[src/rtl/tsrch_pkg.sv]
`timescale 1ns/1ps
// Shared defaults for the pre-classified ternary lookup engine.
// Assumes key width equals blocks-per-row times log2 of RAM depth.
package tsrch_pkg;
    localparam int unsigned DEF_W   = 16;  // key width
    localparam int unsigned DEF_V   = 4;   // RAM blocks per row
    localparam int unsigned DEF_RD  = 16;  // RAM depth
    localparam int unsigned DEF_M   = 4;   // rows (sub-tables)
    localparam int unsigned DEF_S   = 16;  // slots per row (RAM word width)
    localparam int unsigned DEF_GAW = 6;   // global address width
endpackage

[src/rtl/tsrch_preclass.sv]
`timescale 1ns/1ps
// Pre-classifier: picks CBW key bits at programmable positions and
// decodes them into a one-hot row read enable, gated by key_valid.
// Assumes every sel_pos field is below W.
module tsrch_preclass #(
    parameter int unsigned W   = 16,
    parameter int unsigned M   = 4,
    parameter int unsigned CBW = $clog2(M),
    parameter int unsigned PW  = $clog2(W)
) (
    input  logic             clk,
    input  logic             rst_n,
    input  logic [W-1:0]     key,
    input  logic [CBW*PW-1:0] sel_pos,
    input  logic             key_valid,
    output logic [CBW-1:0]   row_idx,
    output logic [M-1:0]     row_en
);
    // one multiplexer per classification bit
    for (genvar j = 0; j < CBW; j++) begin : g_mux
        assign row_idx[j] = key[sel_pos[j*PW +: PW]];
    end

    // decode the extracted bits into a single row enable
    always_comb begin
        row_en = '0;
        if (key_valid) row_en[row_idx] = 1'b1;
    end


    row_onehot_chk: assert property (@(posedge clk) disable iff (!rst_n)
        $onehot0(row_en));

    row_idle_chk: assert property (@(posedge clk) disable iff (!rst_n)
        !key_valid |-> (row_en == '0));
endmodule

[src/rtl/tsrch_ram.sv]
`timescale 1ns/1ps
// One synchronous RAM block: word = one bit per slot of its row.
// Registered read only when enabled; the loader never writes and
// reads the same block in one cycle.
module tsrch_ram #(
    parameter int unsigned RD = 16,
    parameter int unsigned S  = 16,
    parameter int unsigned AW = $clog2(RD)
) (
    input  logic          clk,
    input  logic          we,
    input  logic [AW-1:0] waddr,
    input  logic [S-1:0]  wdata,
    input  logic          re,
    input  logic [AW-1:0] raddr,
    output logic [S-1:0]  rdata
);
    logic [S-1:0] mem [RD];

    // write port and enabled registered read
    always_ff @(posedge clk) begin
        if (we) mem[waddr] <= wdata;
        if (re) rdata <= mem[raddr];
    end
endmodule

[src/rtl/tsrch_prio.sv]
`timescale 1ns/1ps
// Priority encoder: lowest set bit of the match vector wins.
// Slot output is zero when no bit is set.
module tsrch_prio #(
    parameter int unsigned S   = 16,
    parameter int unsigned SLW = $clog2(S)
) (
    input  logic [S-1:0]   vec,
    output logic           hit,
    output logic [SLW-1:0] slot
);
    // scan from the top so the lowest set bit is written last
    always_comb begin
        slot = '0;
        for (int i = S - 1; i >= 0; i--) begin
            if (vec[i]) slot = SLW'(i);
        end
        hit = |vec;
    end


    always_comb begin
        if (hit) begin
            prio_lowest_chk: assert (vec[slot] &&
                ((vec & ((S'(1) << slot) - S'(1))) == '0));
        end
    end
endmodule

[src/rtl/prc_ternary_search.sv]
`timescale 1ns/1ps
// Pre-classified ternary lookup: one RAM row enabled per key, V
// sub-word reads ANDed, lowest slot encoded, mapped to a global
// address. Three-stage pipeline, one key per cycle.
// Assumes W == V*log2(RD) and that the loader keeps each row consistent
// with the classification positions in use.
module prc_ternary_search #(
    parameter int unsigned W   = tsrch_pkg::DEF_W,
    parameter int unsigned V   = tsrch_pkg::DEF_V,
    parameter int unsigned RD  = tsrch_pkg::DEF_RD,
    parameter int unsigned M   = tsrch_pkg::DEF_M,
    parameter int unsigned S   = tsrch_pkg::DEF_S,
    parameter int unsigned GAW = tsrch_pkg::DEF_GAW,
    localparam int unsigned SW  = $clog2(RD),
    localparam int unsigned CBW = $clog2(M),
    localparam int unsigned PW  = $clog2(W),
    localparam int unsigned VBW = (V > 1) ? $clog2(V) : 1,
    localparam int unsigned SLW = $clog2(S)
) (
    input  logic              clk,
    input  logic              rst_n,
    input  logic [CBW*PW-1:0] sel_pos,
    input  logic              key_valid,
    input  logic [W-1:0]      key,
    input  logic              wr_en,
    input  logic [CBW-1:0]    wr_row,
    input  logic [VBW-1:0]    wr_blk,
    input  logic [SW-1:0]     wr_addr,
    input  logic [S-1:0]      wr_bits,
    input  logic              map_we,
    input  logic [CBW-1:0]    map_row,
    input  logic [SLW-1:0]    map_slot,
    input  logic [GAW-1:0]    map_gaddr,
    output logic              out_valid,
    output logic              match_hit,
    output logic [GAW-1:0]    match_addr
);
    logic [CBW-1:0] row_idx;
    logic [M-1:0]   row_en;
    logic [S-1:0]   rd_word [M][V];

    tsrch_preclass #(.W(W), .M(M), .CBW(CBW), .PW(PW)) u_cls (
        .clk(clk), .rst_n(rst_n), .key(key), .sel_pos(sel_pos),
        .key_valid(key_valid), .row_idx(row_idx), .row_en(row_en)
    );

    // RAM array: M rows of V blocks
    for (genvar m = 0; m < M; m++) begin : g_row
        for (genvar v = 0; v < V; v++) begin : g_blk
            logic blk_we;
            assign blk_we = wr_en && (wr_row == CBW'(m)) && (wr_blk == VBW'(v));
            tsrch_ram #(.RD(RD), .S(S), .AW(SW)) u_ram (
                .clk(clk), .we(blk_we), .waddr(wr_addr), .wdata(wr_bits),
                .re(row_en[m]), .raddr(key[v*SW +: SW]),
                .rdata(rd_word[m][v])
            );
        end
    end

    // stage 1: track valid and row alongside the RAM read
    logic           v1;
    logic [CBW-1:0] row1;
    always_ff @(posedge clk) begin
        if (!rst_n) begin
            v1   <= 1'b0;
            row1 <= '0;
        end else begin
            v1   <= key_valid;
            row1 <= row_idx;
        end
    end

    // AND-reduce the V words of the row that was read
    logic [S-1:0] and_vec;
    always_comb begin
        and_vec = '1;
        for (int v = 0; v < V; v++) and_vec &= rd_word[row1][v];
    end

    logic           enc_hit;
    logic [SLW-1:0] enc_slot;
    tsrch_prio #(.S(S), .SLW(SLW)) u_prio (
        .vec(and_vec), .hit(enc_hit), .slot(enc_slot)
    );

    // stage 2: register the encoded winner
    logic           v2, hit2;
    logic [SLW-1:0] slot2;
    logic [CBW-1:0] row2;
    always_ff @(posedge clk) begin
        if (!rst_n) begin
            v2 <= 1'b0; hit2 <= 1'b0; slot2 <= '0; row2 <= '0;
        end else begin
            v2    <= v1;
            hit2  <= v1 && enc_hit;
            slot2 <= enc_slot;
            row2  <= row1;
        end
    end

    // per-row slot to global address map
    logic [GAW-1:0] slot_map [M][S];
    always_ff @(posedge clk) begin
        if (map_we) slot_map[map_row][map_slot] <= map_gaddr;
    end

    // stage 3: registered result
    always_ff @(posedge clk) begin
        if (!rst_n) begin
            out_valid <= 1'b0; match_hit <= 1'b0; match_addr <= '0;
        end else begin
            out_valid  <= v2;
            match_hit  <= v2 && hit2;
            match_addr <= (v2 && hit2) ? slot_map[row2][slot2] : '0;
        end
    end

    // cycles since reset, saturating, for the latency check window
    logic [1:0] since_rst;
    always_ff @(posedge clk) begin
        if (!rst_n) since_rst <= '0;
        else if (since_rst != 2'd3) since_rst <= since_rst + 2'd1;
    end


    out_latency_chk: assert property (@(posedge clk) disable iff (!rst_n)
        (since_rst == 2'd3) |-> (out_valid == $past(key_valid, 3)));

    miss_addr_zero_chk: assert property (@(posedge clk) disable iff (!rst_n)
        (out_valid && !match_hit) |-> (match_addr == '0));

    hit_needs_valid_chk: assert property (@(posedge clk) disable iff (!rst_n)
        match_hit |-> out_valid);
endmodule

[config.mk]
export PLATFORM = sky130hd
export DESIGN_NAME = prc_ternary_search
export DESIGN_NICKNAME = d
export VERILOG_FILES = /design/src/rtl/tsrch_pkg.sv /design/src/rtl/tsrch_preclass.sv /design/src/rtl/tsrch_ram.sv /design/src/rtl/tsrch_prio.sv /design/src/rtl/prc_ternary_search.sv
export SDC_FILE = /design/constraint.sdc
export NUM_CORES = 2
export LEC_CHECK = 0
export BUFFER_PORTS_ARGS = -buffer_cell sky130_fd_sc_hd__buf_2
export CAP_MARGIN = 10
export CELL_PAD_IN_SITES_DETAIL_PLACEMENT = 1
export CELL_PAD_IN_SITES_GLOBAL_PLACEMENT = 1
export CORE_MARGIN = 5
export CORE_UTILIZATION = 40
export CTS_CLUSTER_DIAMETER = 100
export DETAILED_ROUTE_END_ITERATION = 6
export HOLD_SLACK_MARGIN = 0.12
export PLACE_DENSITY_LB_ADDON = 0.2
export RECOVER_POWER = 25
export SLEW_MARGIN = 10
export SYNTH_ARGS = -nofsm -noshare
export SYNTH_HDL_FRONTEND = slang
export SYNTH_MEMORY_MAX_BITS = 65536
export SYNTH_SLANG_ARGS = --single-unit
[constraint.sdc]
create_clock -name clk -period 7.1 [get_ports clk]
set_clock_uncertainty 0.05 [all_clocks]
set_input_delay 1.42 -clock clk [delete_from_list [all_inputs] [get_ports clk]]
set_output_delay 1.42 -clock clk [all_outputs]
set_load 0.005 [all_outputs]
# After elaboration in Yosys (flattened, before gate mapping)
# Memory sizes are Yosys's and may differ from the RTL's. A register that Yosys moved wholly into a read port is not among the register bits.
# Cells that the tools add are included.
word_totals:
  mem_bits_rw: 4480
  output_inout_bits: 8
  word_cells: 146
  latch_bits: 0
  memories: 17
  register_bits: 17
  rom_bits: 0
  in_bits: 65
memory_table:
  columns: ["memory", "depth", "word_bits", "read_ports", "rd_clocked_by_memory_dff", "write_ports", "line_no", "source"]
  rows:
  - ["slot_map", 4, 96, 1, 1, 1, "prc_ternary_search.sv:102", "logic [GAW-1:0] slot_map [M][S];"]
  - ["g_row[0].g_blk[0].u_ram.mem", 16, 16, 1, 1, 1, "tsrch_ram.sv:18", "logic [S-1:0] mem [RD];"]
  - ["g_row[0].g_blk[1].u_ram.mem", 16, 16, 1, 1, 1, "tsrch_ram.sv:18", null]
  - ["g_row[0].g_blk[2].u_ram.mem", 16, 16, 1, 1, 1, "tsrch_ram.sv:18", null]
  - ["g_row[0].g_blk[3].u_ram.mem", 16, 16, 1, 1, 1, "tsrch_ram.sv:18", null]
  - ["g_row[1].g_blk[0].u_ram.mem", 16, 16, 1, 1, 1, "tsrch_ram.sv:18", null]
  - ["11 more memories", null, null, null, null, null, null, null]
classes:
  mul: 0
  n_eq_ne: 6
  shift: 0
  mux: 65
  n_div: 0
  n_lt_le_gt_ge: 8
  reduce_logical: 32
  n_addsub: 0
  bitwise: 7
op_table:
  columns: ["cell", "n"]
  rows:
  - ["binary-select mux 64 bit (select 2 bit)", 1]
  - ["two-way mux 64 bit", 2]
  - ["two-way mux 96 bit", 1]
  - ["bitwise AND 16 bit", 3]
  - ["two-way mux 1 bit", 37]
  - ["two-way mux 4 bit", 9]
  - ["binary-select mux 6 bit (select 4 bit)", 1]
  - ["demux 6 bit (select 4 bit)", 1]
  - ["logical AND 1 bit", 24]
  - ["two-way mux 6 bit", 3]
  - ["OR reduction 16 bit", 1]
  - ["two-way mux 3 bit", 4]
  - ["greater-or-equal comparator 5 bit, second input constant", 2]
  - ["< comparator 4 x 5 -> 1 bit, second input constant", 2]
  - ["inverter 4 -> 5 bit", 2]
  - ["OR reduction 9 bit", 1]
  - ["binary-select mux 1 bit (select 4 bit)", 2]
  - ["equality test 2 bit, second input constant", 4]
  - ["two-way mux 2 bit", 3]
  - ["< comparator 5 x 1 -> 1 bit, second input constant", 1]
  - ["OR reduction 5 bit", 1]
  - ["equality test 2 x 1 -> 1 bit, second input constant", 2]
  - ["zero test 2 bit", 2]
  - ["greater-or-equal comparator 3 bit, second input constant", 1]
  - ["other kinds (8)", 8]

# Longest topological paths before layout
logic_depth:
  word_depth: 22
  ltp_mapped: 8
  ltp_nobuf: 6

# Hierarchy
# Synthesis repeated with hierarchy kept, for this count alone.
unflattened:
  cells_unflattened: 7850
  area_unflattened_um2: 180333.0
by_module_without_submodules:
  columns: ["module", "area_each_um2", "cells_each", "seq_area_each_um2", "instances"]
  rows:
  - ["tsrch_ram", 10203.5, 432, 8167.8, 16]
  - ["prc_ternary_search", 16577.1, 876, 11911.4, 1]
  - ["tsrch_preclass", 322.8, 28, 0.0, 1]
  - ["tsrch_prio", 176.4, 34, 0.0, 1]

# Worst setup path before layout
# OpenSTA, ideal clock, no wires.
synth_timing:
  path_type: "input to register"
  start: "in key[12]"
  end: "reg g_row[1].g_blk[0].u_ram.rdata[0] (read register of g_row[1].g_blk[0].u_ram.mem) (enable)"
  setup_time_ps: 487
  stages: 5
  arrival_ps: 5496
  slack_ps: 1067
  path_buffers: 2
  cell_sequence: "buf_2 clkbuf_1 mux4_2 mux4_2 nor2_1"
synth_between:
  elab_chain_len: 7
  word_cells_on_any_way: 10
  cone_classes: "order compare: 2; mux: 7; reduce/logical: 1"
synth_rtl:
  columns: ["item", "line_no", "source"]
  rows:
  - ["start: declaration", "prc_ternary_search.sv:24", "input logic [W-1:0] key,"]
  - ["binary-select mux 1 bit (select 4 bit)", "tsrch_preclass.sv:21", "assign row_idx[j] = key[sel_pos[j*PW +: PW]];"]
  - ["two-way mux 1 bit (not written as such)", "tsrch_preclass.sv:21", null]
  - ["< comparator 2 x 3 -> 1 bit (not written as such) or greater-or-equal comparator 2 x 1 -> 1 bit (tied branches)", "tsrch_preclass.sv:27", "if (key_valid) row_en[row_idx] = 1'b1;"]
  - ["logical AND 1 bit (not written as such)", "tsrch_preclass.sv:27", null]
  - ["two-way mux 1 bit (not written as such)", "tsrch_preclass.sv:27", null]
  - ["demux 1 bit (select 2 bit) (*)", null, null]
  - ["two-way mux 4 bit (*)", "tsrch_preclass.sv:27", null]
  - ["net g_row[1].g_blk[0].u_ram.re", "tsrch_ram.sv:14", "input logic re,"]
  - ["end: declaration", "tsrch_ram.sv:16", "output logic [S-1:0] rdata"]
# Mark *: on every way through the listed nets, which the timed path passes. The rest lies on a longest branch. The select of a mux whose other input is x is not followed.
# A chain may end at the register's enable or synchronous reset.

# Worst setup path after layout
layout_timing:
  start: "in wr_bits[13]"
  end: "mem g_row[3].g_blk[3].u_ram.mem[2][13], data pin"
layout_lines:
  columns: ["item", "line_no", "source"]
  rows:
  - ["start: declaration", "prc_ternary_search.sv:29", "input logic [S-1:0] wr_bits,"]
  - ["end: declaration", "tsrch_ram.sv:18", null]
# Straight into the memory's write port.

==> flow_metrics.tcl <==
set metrics [dict create \
    avgSynthCellArea_um2 25.1 \
    vias_per_cell 5.71 \
    yosysWarnings 0 \
    grt_pass1_vias 83306 \
    ctsResizeCount 0 \
    wire_per_inst_um 35.0 \
    synth_edf_count 4736 \
    failed_checks "capacitance limit, slew limit" \
    synthCells 7111 \
    io_buffers 72 \
    cp-start-kind "input pin" \
    hold_buffers 0 \
    path_cells "clkbuf_1 -> clkbuf_1" \
    clockRootBuffer "clkbuf_16" \
    die_x_um 678 \
    dr.pass1.iters 6 \
    nFillCells 39459 \
    rows 245 \
    crit_path_max_incr_delay_ns 2.11 \
    cts_tree "built" \
    overflow 0 \
    cts_buffer_depth 4 \
    drtIter0Drc 9204 \
    cellPowerDensity_mw_per_mm2 287 \
    start_util_pct 40.1 \
    cts_buffers 481 \
    clock_sinks 4755 \
    ir_drop_v 0.000227 \
    antenna_found_initial 38 \
    max_clock_freq_ghz 0.189 \
    grt_pass1_wl_um 681000 \
    outcome "finished with violations" \
    ys_ff_latch 4755 \
    finalSetupViolCount 0 \
    fin_nets 7671 \
    synth_nets 7176 \
    required_ns 7.47 \
    drc_errors 0 \
    drtAntennaViolNets 0 \
    async_flop_share_pct 0 \
    hp-class "reg -> reg" \
    via_count 79672 \
    slew_headroom_pct -241 \
    hold_viol 0 \
    fin_crit_ns 5.30 \
    rsz0062_at_grt "false" \
    globalRouteTotalUtil_pct 21.0 \
    worst_pin_slew_ns 5.12 \
    clk_pin_slew_worst_paths_ns 0.06 \
    arrival_ns 5.66 \
    p_leak_nw 61.7 \
    critPathSlowestCell "clkbuf_1" \
    grt_max_degree 177 \
    cts_post_setup_buffers_inserted 0 \
    period_share_pct 74.6 \
    cts.htree.levels 5 \
    area.growth.synth_to_final_pct 14.0 \
    finalWirelength_um 488000 \
    die_h_um 678 \
    core-area_mm2 0.445 \
    io_pins 73 \
    gp_congestion 0.890 \
    ys_seq_area_share_pct 79.9 \
    ys_types 39 \
    cp_common_cell "clkbuf_1" \
    place_hpwl_um 288000 \
    critPathMaxFanout 64 \
    critical_path_buf_inv_count 2 \
    synth_area_mm2 0.179 \
    fp.dieArea_mm2 0.460 \
    setup-tns-final_ns 0 \
    clk_latency_ns 1.05 \
    drive_gt1_share_pct 33.1 \
    dp_slack_ns 2.15 \
    finalWorstSetupSlack_ns 1.80 \
    cap_violations 16 \
    slew_violations 1162 \
    critPathKind "in -> reg" \
    ys.flop_type "edfxtp_1" \
    critical_path.top_delay_family "buffers and inverters" \
    cp-end-kind "flip-flop" \
]
-- routing by layer --
metal | up-vias | GRT usage, % | routed length, µm
met1 | 44432 | 28.3 | 194000
met4 | 10 | 5.11 | 12700
li1 | 31878 | - | -
met5 | - | 0 | 78
met2 | 2734 | 36.3 | 253000
met3 | 618 | 2.88 | 28300
-- through the flow --
stage	hold slack, ns	cells	area (µm²)	util, %	power [mW]
global placement	0.500	13049	188000	42.3	34.3
detailed placement	0.498	13050	188000	42.3	34.4
CTS	0.537	13935	203000	45.7	59.0
floorplan	0.358	7111	179000	-	33.0
global route	0.560	13944	203000	45.7	60.4
finish	0.533	13957	203000	45.7	58.4
-- layout make-up --
type                    instances  area [µm²]  share of cell area, %
diodes                         21        52.6                 0.0258
flip-flops and latches       4755      143000                   70.1
repair buffers                374        3060                   1.50
clock buffers                 609       12700                   6.26
well taps                    5928        7420                   3.65
clock inverters               276        2500                   1.23
multi-input cells            1979       35000                   17.2
inverters                      15        56.3                 0.0277
-- power by group --
| part | internal, mW | switching, mW | total (mW) |
|---|---|---|---|
| sequential | 31.1 | 0.0982 | 31.2 |
| clock | 14.0 | 10.7 | 24.7 |
| combinational | 0.960 | 1.62 | 2.58 |
-- Yosys cell counts (all sizes together), types with 2 or more instances --
| library cell | count | share of area, % |
|---|---|---|
| a31oi | 2 | 0.0070 |
| and3 | 4 | 0.014 |
| o21ai | 2 | 0.0056 |
| nand2b | 5 | 0.018 |
| nor2 | 345 | 0.73 |
| clkbuf | 206 | 0.43 |
| o22a | 2 | 0.0098 |
| o221ai | 4 | 0.020 |
| and3b | 2 | 0.0098 |
| or2 | 3 | 0.011 |
| nand2 | 44 | 0.093 |
| nand3b | 2 | 0.0084 |
| mux4 | 1412 | 18 |
| nor2b | 9 | 0.032 |
| nor3b | 3 | 0.013 |
| a221o | 7 | 0.039 |
| and2 | 8 | 0.028 |
| dfxtp | 19 | 0.21 |
| a21boi | 2 | 0.0084 |
| edfxtp | 4736 | 80 |
| inv | 15 | 0.032 |
| buf | 156 | 0.38 |
| nand4 | 64 | 0.22 |
| nor3 | 2 | 0.0056 |
| nand3 | 20 | 0.056 |
| o22ai | 26 | 0.091 |
| and4b | 2 | 0.011 |
-- state kept, by name, indices dropped and copies added (netlist names), named ones only --
name                     flops
g_row.g_blk.u_ram.rdata    256
row1                         2
slot_map                   384
out_valid                    1
hit2                         1
v1                           1
match_addr                   6
match_hit                    1
v2                           1
slot2                        4
g_row.g_blk.u_ram.mem     4096
-- final timing paths --
check             cells after the start                from                                           end  slack, ns
setup / recovery                      2         wr_bits[13]  g_row[3].g_blk[3].u_ram.mem[2][13]$_DFFE_PP_       1.80
hold / removal                        2       v1$_SDFF_PN0_                                 v2$_SDFF_PN0_       0.53
setup reg to reg                      6  row1[1]$_SDFF_PN0_                           slot2[0]$_SDFF_PP0_       3.33
hold reg to reg                       2       v1$_SDFF_PN0_                                 v2$_SDFF_PN0_       0.53
-- layout by cell type, fill, tap and decap left out, types with 5 or more instances in the layout --
cell,count
inv_16,8
nand4_1,64
clkinv_2,100
nor2_2,165
inv_1,15
buf_2,35
clkbuf_8,12
a221o_1,7
nor2b_1,9
nand3_2,6
inv_6,7
clkbuf_16,486
buf_4,281
dfxtp_1,17
edfxtp_1,4736
nand3_1,14
nand2_2,9
diode_2,21
mux4_2,1412
clkinvlp_4,15
buf_8,16
nor2_1,164
nand2_1,35
bufinv_16,36
clkinv_16,5
nor2_4,16
clkbuf_1,127
buf_12,21
o22ai_1,26
clkinv_1,100
and2_1,5
nand2b_1,5
-- logic make-up after synthesis --
group,synth area share (%)
mux,17.8
simple gates,1.27
compound gates,0.201
buf+inv,0.845
flops,79.9
Power figures use the tool's default switching activity.
